<file path="src/rtl/pw_pkg.sv">
package pw_pkg;
    typedef enum logic [1:0] {
        PH_SLEEP = 2'd0,
        PH_START = 2'd1,
        PH_CHECK = 2'd2,
        PH_RECV  = 2'd3
    } phase_t;

    localparam logic [1:0] CHK_BUSY = 2'b00;
    localparam logic [1:0] CHK_PASS = 2'b01;
    localparam logic [1:0] CHK_FAIL = 2'b10;
endpackage

</file>
<file path="src/rtl/pw_prescaler.sv">
module pw_prescaler #(
    parameter int DIV_LO = 10,
    parameter int DIV_HI = 14
) (
    input  logic clk,
    input  logic rst,
    input  logic sel_hi,
    output logic tick_o
);
    localparam int MAXD = (DIV_HI > DIV_LO) ? DIV_HI : DIV_LO;
    localparam int CNTW = $clog2(MAXD);

    logic [CNTW-1:0] cnt;
    logic [CNTW-1:0] lim;
    logic            sel_q;
    logic            chg;

    always_comb begin
        lim    = sel_hi ? CNTW'(DIV_HI - 1) : CNTW'(DIV_LO - 1);
        chg    = (sel_hi != sel_q);
        tick_o = !chg && (cnt >= lim);
    end

    always_ff @(posedge clk) begin
        if (rst) begin
            cnt   <= '0;
            sel_q <= sel_hi;
        end else begin
            sel_q <= sel_hi;
            if (chg || tick_o) cnt <= '0;
            else               cnt <= cnt + 1'b1;
        end
    end


    tick_single_chk: assert property (@(posedge clk) disable iff (rst)
        tick_o |=> !tick_o);
endmodule

</file>
<file path="src/rtl/pw_subtick.sv">
module pw_subtick #(
    parameter int BAUD_W = 2
) (
    input  logic              clk,
    input  logic              rst,
    input  logic              base_tick,
    input  logic [BAUD_W-1:0] baud,
    output logic              tick_o
);
    localparam int RW  = 2**BAUD_W - 1;
    localparam int SCW = (RW > 0) ? RW : 1;

    logic [SCW-1:0] sc;
    logic [SCW:0]   ratio;
    logic [SCW:0]   term;

    always_comb begin
        ratio  = {1'b1, {SCW{1'b0}}} >> baud;
        term   = ratio - 1'b1;
        tick_o = base_tick && ({1'b0, sc} >= term);
    end

    always_ff @(posedge clk) begin
        if (rst)            sc <= '0;
        else if (base_tick) sc <= tick_o ? '0 : sc + 1'b1;
    end


    sub_single_chk: assert property (@(posedge clk) disable iff (rst)
        tick_o |=> !tick_o);
endmodule

</file>
<file path="src/rtl/pw_fsm.sv">
module pw_fsm
    import pw_pkg::*;
#(
    parameter int SW = 12,
    parameter int CW = 8
) (
    input  logic          clk,
    input  logic          rst,
    input  logic          base_tick,
    input  logic          sub_tick,
    input  logic [1:0]    chk_result,
    input  logic          rx_release,
    input  logic [SW-1:0] sleep_len,
    input  logic [SW-1:0] start_len,
    input  logic [CW-1:0] check_max,
    output logic [1:0]    phase_o,
    output logic          sp_en_o,
    output logic          active_o,
    output logic          rx_on_o
);
    phase_t        state, state_nx;
    logic [SW-1:0] tmr, len_q;
    logic [CW-1:0] scnt, lim_q;
    logic          tmr_done, chk_to;

    always_comb begin
        tmr_done = base_tick && (({1'b0, tmr} + 1'b1) >= {1'b0, len_q});
        chk_to   = sub_tick && (({1'b0, scnt} + 1'b1) >= {1'b0, lim_q});
    end

    // next-state decode
    always_comb begin
        state_nx = state;
        unique case (state)
            PH_SLEEP: if (tmr_done) state_nx = PH_START;   // sleep_done
            PH_START: if (tmr_done) state_nx = PH_CHECK;   // settle_done
            PH_CHECK: begin
                if (chk_result == CHK_PASS)      state_nx = PH_RECV;  // check_pass
                else if (chk_result == CHK_FAIL) state_nx = PH_SLEEP; // check_fail
                else if (chk_to)                 state_nx = PH_SLEEP; // check_timeout
            end
            PH_RECV:  if (rx_release) state_nx = PH_SLEEP; // rx_done
            default:  state_nx = PH_SLEEP;
        endcase
    end

    // state register
    always_ff @(posedge clk) begin
        if (rst) state <= PH_SLEEP;
        else     state <= state_nx;
    end

    // phase timers
    always_ff @(posedge clk) begin
        if (rst) begin
            tmr   <= '0;
            scnt  <= '0;
            len_q <= sleep_len;
            lim_q <= '0;
        end else if (state_nx != state) begin
            tmr  <= '0;
            scnt <= '0;
            unique case (state_nx)
                PH_SLEEP: len_q <= sleep_len;
                PH_START: len_q <= start_len;
                PH_CHECK: lim_q <= check_max;
                default:  ;
            endcase
        end else begin
            if ((state == PH_SLEEP || state == PH_START) && base_tick) tmr <= tmr + 1'b1;
            if (state == PH_CHECK && sub_tick) scnt <= scnt + 1'b1;
        end
    end

    // outputs
    always_comb begin
        phase_o = state;
        unique case (state)
            PH_SLEEP: begin sp_en_o = 1'b0; active_o = 1'b0; rx_on_o = 1'b0; end
            PH_START: begin sp_en_o = 1'b1; active_o = 1'b1; rx_on_o = 1'b0; end
            PH_CHECK: begin sp_en_o = 1'b1; active_o = 1'b1; rx_on_o = 1'b0; end
            PH_RECV:  begin sp_en_o = 1'b1; active_o = 1'b0; rx_on_o = 1'b1; end
            default:  begin sp_en_o = 1'b0; active_o = 1'b0; rx_on_o = 1'b0; end
        endcase
    end


    sleep_exit_chk: assert property (@(posedge clk) disable iff (rst)
        (state == PH_SLEEP) |=> (state == PH_SLEEP || state == PH_START));

    start_exit_chk: assert property (@(posedge clk) disable iff (rst)
        (state == PH_START) |=> (state == PH_START || state == PH_CHECK));

    sleep_wait_chk: assert property (@(posedge clk) disable iff (rst)
        (state == PH_SLEEP && !base_tick) |=> (state == PH_SLEEP));

    pass_recv_chk: assert property (@(posedge clk) disable iff (rst)
        (state == PH_CHECK && chk_result == CHK_PASS) |=> (state == PH_RECV));

    recv_hold_chk: assert property (@(posedge clk) disable iff (rst)
        (state == PH_RECV && !rx_release) |=> (state == PH_RECV));
endmodule

</file>
<file path="src/rtl/poll_wake_seq.sv">
module poll_wake_seq #(
    parameter int DIV_LO  = 10,
    parameter int DIV_HI  = 14,
    parameter int BAUD_W  = 2,
    parameter int SLEEP_W = 12,
    parameter int CHECK_W = 8
) (
    input  logic               clk,
    input  logic               rst,
    input  logic               region_hi,
    input  logic [BAUD_W-1:0]  baud_code,
    input  logic [SLEEP_W-1:0] sleep_len,
    input  logic [SLEEP_W-1:0] start_len,
    input  logic [CHECK_W-1:0] check_max,
    input  logic [1:0]         chk_result,
    input  logic               rx_release,
    output logic               base_tick,
    output logic               sub_tick,
    output logic [1:0]         phase,
    output logic               sp_enable,
    output logic               active,
    output logic               rx_on
);
    pw_prescaler #(.DIV_LO(DIV_LO), .DIV_HI(DIV_HI)) u_pre (
        .clk(clk), .rst(rst), .sel_hi(region_hi), .tick_o(base_tick));

    pw_subtick #(.BAUD_W(BAUD_W)) u_sub (
        .clk(clk), .rst(rst), .base_tick(base_tick), .baud(baud_code), .tick_o(sub_tick));

    pw_fsm #(.SW(SLEEP_W), .CW(CHECK_W)) u_fsm (
        .clk(clk), .rst(rst), .base_tick(base_tick), .sub_tick(sub_tick),
        .chk_result(chk_result), .rx_release(rx_release),
        .sleep_len(sleep_len), .start_len(start_len), .check_max(check_max),
        .phase_o(phase), .sp_en_o(sp_enable), .active_o(active), .rx_on_o(rx_on));


    sub_with_base_chk: assert property (@(posedge clk) disable iff (rst)
        sub_tick |-> base_tick);
endmodule

</file>
<file path="config.mk">
export PLATFORM = sky130hd
export DESIGN_NAME = poll_wake_seq
export DESIGN_NICKNAME = d
export VERILOG_FILES = /design/src/rtl/pw_pkg.sv /design/src/rtl/pw_prescaler.sv /design/src/rtl/pw_subtick.sv /design/src/rtl/pw_fsm.sv /design/src/rtl/poll_wake_seq.sv
export SDC_FILE = /design/constraint.sdc
export NUM_CORES = 1
export LEC_CHECK = 0
export BUFFER_PORTS_ARGS = -buffer_cell sky130_fd_sc_hd__buf_2
export CAP_MARGIN = 20
export CELL_PAD_IN_SITES_DETAIL_PLACEMENT = 0
export CELL_PAD_IN_SITES_GLOBAL_PLACEMENT = 1
export CORE_MARGIN = 5
export CORE_UTILIZATION = 44
export DETAILED_ROUTE_END_ITERATION = 6
export PLACE_DENSITY = 0.88
export SYNTH_ARGS = -nofsm -noshare
export SYNTH_HDL_FRONTEND = slang
export SYNTH_SLANG_ARGS = --single-unit
</file>
<file path="constraint.sdc">
create_clock -name clk -period 5.1 [get_ports clk]
set_clock_uncertainty 0.1 [all_clocks]
set_input_delay 0.255 -clock clk [delete_from_list [all_inputs] [get_ports clk]]
set_output_delay 0.255 -clock clk [all_outputs]
set_load 0.05 [all_outputs]
</file>
==> results.txt <==
Leak Pwr -> 0.00167 uW
CP max FO -> 12
Post-route cell area -> 3830 sq um
Crit path capture type -> register
CP top delay family -> compound AO/OA/AOI/OAI gates
Antenna viol nets, final -> 0
P_int -> 535 uW
Post-Place Cells -> 513
Num CTS Buffers -> 5
Tcrit/Tclk final -> 0.848
Largest net degree at the start of global routing -> 21
WP data required -> 5.05 ns
WL per Instance -> 13.4 um
Vias in the first global route -> 2741
Number of fill cells -> 735
Post-synth top area share -> 0.223
HP Class -> input pin to register
Main synth FF type -> dfxtp_1
Nets -> 494
CTS tree -> built
Max Cap Violations -> 0
CTS Hold Bufs -> 1
Buffers plus inverters on the worst setup path -> 0
Core Rows -> 32
Die Height -> 98.1 um
Leading cell types by count after synthesis -> nand2_1 (39), dfxtp_1 (38), ha_1 (35)
Clock-pin slew on the worst setup and hold paths -> 0.10 ns
Setup violations, final -> 0
Yosys warning total -> 0
RSZ-0062 raised after global routing -> no
Setup TNS -> 0 ns
Drt pass-1 iters -> 4
Clock root buffer -> clkbuf_8
Number of synthesized flops with an enable pin -> 12
Non-Filler Instances -> 522
Synthesized cell area -> 3410 sq um
R2r worst-path depth -> 13
Die footprint -> 9620 sq um
Initial Util -> 0.446
Chip Width -> 98.1 um
Ys async rst share -> 0
Hold Path Sink -> u_fsm.phase_o[0]
Port bufs -> 46
Logic pwr share -> 0.076
Max frequency -> 231 MHz
Seq cells post-synth -> 50
Layout cell share with drive strength beyond 1 -> 0.188
Hold depth -> 2
Critical path cell sequence -> ha_1 > nand3_2 > or3_1 > nor2_1 > xor2_1 > ha_1 > and3_1 > nor3b_1 > o31a_1 > o31ai_2 > nand3_1 > a2111o_1 > mux2_4
CP dominant cell by count -> ha_1
Avg Inst Size Synth -> 9.13 sq um
Synthesized net count -> 449
Switching share of power -> 0.228
Initial antenna violation count -> 0
Synth unique cells -> 53
Dpl cell area -> 3740 sq um
Post-DP HPWL -> 5.36 mm
Via Count -> 2776
Yosys top cell by area -> dfxtp_1
Routed WL -> 6.99 mm
Flop pwr share -> 0.600
Later-pin clock latency in the skew report -> 0.30 ns
Drt initial violations -> 116
Clock Tree Buf Depth -> 2
Layout overhead on the synthesized area -> 12.2%
R2R Path End -> u_fsm.len_q[3]
Sw Pwr -> 158 uW
Status -> finished, final reports clean
Peak VDD IR -> 0.000114 V
Reg2Reg Setup Slack -> 0.78 ns
Cells after synthesis -> 374
Core Area -> 7650 sq um
Slew Viols, Final -> 0
Final Critical Period -> 4.32 ns
All-Layer GR Usage -> 0.151
Final number of hold-violating endpoints -> 0
First-pass GRT wire length -> 12.3 mm
Reg2reg start -> u_fsm.tmr[0]
Fraction of power consumed by the clock network -> 0.324
Slew @ Worst Pin -> 0.954 ns
Top-level port count -> 47
# diodes -> 0
Post-CTS Resized -> 0
Clk sink count -> 50
Count leader, synth -> nand2_1
Gr ovfl total -> 0
RePlAce Congestion -> 0.812
Slowest CP cell -> a2111o_1
Hold_sp -> rst
Postcts setup bufs -> 0
Via-per-instance ratio -> 5.32
Setup crit start kind -> register
Crit path kind -> register to register
PwrDens -> 181 nW/um^2
Critical Path AT -> 4.27 ns
Max incr delay on CP -> 0.66 ns
Slew HR -> 0.361
Synth area leaders -> dfxtp_1 (22%), ha_1 (13%), edfxtp_1 (11%)
H-Tree Level Count -> 2
DRC viols -> 0
Sequential share of the synthesized area -> 0.328
==> final cells by class <==
type                            count  area (sq um)  share of cell area
Clock inverter                      2          10.0             0.00261
Multi-Input combinational cell    282          2120               0.553
Clock buffer                        6          72.6              0.0189
Inverter                           29           109              0.0284
Sequential cell                    50          1120               0.293
Tap cell                          102           128              0.0333
Timing Repair Buffer               51           270              0.0706
==> power by group through the flow <==
stage | clock [uW] | sequential (uW) | combinational (uW)
detailed placement | 0 | 425 | 52.4
finish | 225 | 415 | 52.7
CTS | 234 | 416 | 53.3
global route | 249 | 416 | 60.2
global placement | 0 | 425 | 51.2
floorplan | 0 | 424 | 30.7
==> layout by cell type (no fill, tap or decap), types with 2 or more instances in the layout <==
cell type / netlist / layout
buf_2: 4 / 46
nand2_1: 39 / 39
dfxtp_1: 38 / 38
ha_1: 35 / 35
inv_1: 29 / 29
nor3_1: 26 / 26
xor2_1: 24 / 24
nor2_1: 20 / 20
xnor2_1: 15 / 15
a21oi_1: 15 / 15
edfxtp_1: 12 / 12
mux2_4: 10 / 10
nand3_1: 9 / 9
o211ai_1: 9 / 9
and3_1: 8 / 8
a2bb2oi_1: 8 / 8
o311ai_0: 8 / 8
o21ai_0: 6 / 6
clkbuf_8: 0 / 5
nand2b_1: 4 / 4
buf_4: 1 / 4
o21a_1: 3 / 3
nand4_1: 3 / 3
a211oi_1: 3 / 3
mux2i_1: 3 / 3
or3_1: 2 / 2
and2_1: 2 / 2
nor3b_1: 2 / 2
o31a_1: 2 / 2
a31oi_1: 2 / 2
a22oi_1: 2 / 2
mux2_2: 2 / 2
clkinv_2: 0 / 2
==> worst register-to-register path: stages, from the launching register on <==
cell	delay, ns
dfxtp_1	0.41
ha_1	0.24
nand3_2	0.13
or3_1	0.47
nor2_1	0.17
xor2_1	0.16
ha_1	0.25
and3_1	0.17
nor3b_1	0.14
o31a_1	0.13
o31ai_2	0.49
nand3_1	0.17
a2111o_1	0.66
mux2_4	0.40
==> registers in the layout, summed over array words and instances (netlist names) <==
name           flops
u_fsm.len_q       12
u_fsm.tmr         12
u_fsm.lim_q        8
u_fsm.scnt         8
u_pre.cnt          4
u_sub.sc           3
u_fsm.phase_o      2
u_pre.sel_q        1
==> logic make-up (layout without fill, tap and decap cells) <==
logic type                 count (synthesis)  after routing  synth area share
and+or+nand+nor                          121            121             0.173
DFF                                       50             50             0.328
xor gates and xnor gates                  39             39             0.100
AOI/OAI and AO/OA                         72             72             0.160
buffers and inverters                     42             88            0.0509
muxes                                     15             15            0.0594
adders and majority gates                 35             35             0.128
==> worst max path at each step <==
stage / from / end / slack [ns] / depth (start not counted)
detailed placement: u_fsm.tmr[0] / u_fsm.len_q[3] / 0.81 / 13
global route: u_fsm.tmr[0] / u_fsm.len_q[3] / 0.47 / 13
finish: u_fsm.tmr[0] / u_fsm.len_q[3] / 0.78 / 13
CTS: u_fsm.tmr[0] / u_fsm.len_q[3] / 0.78 / 13
global placement: u_fsm.tmr[0] / u_fsm.len_q[8] / 0.96 / 13
floorplan: u_fsm.tmr[0] / u_fsm.len_q[10] / 1.22 / 15
==> per-stage QoR <==
stage / worst slack [ns] / power [uW] / hold slack [ns] / util
floorplan: 1.22 / 455 / 0.183 / -
global placement: 0.964 / 476 / 0.305 / 0.489
detailed placement: 0.811 / 477 / 0.308 / 0.489
CTS: 0.778 / 703 / 0.138 / 0.501
global route: 0.470 / 725 / 0.130 / 0.501
finish: 0.777 / 693 / 0.148 / 0.501
==> routing by layer <==
metal  vias up  GRT usage  routed length [um]
met5         -          0                   0
met4         0     0.0479                 108
met3         8     0.0357                 324
met2        57      0.245                3180
met1      1282      0.198                3380
li1       1429          -                   -
(Power assumes the default switching activity.)
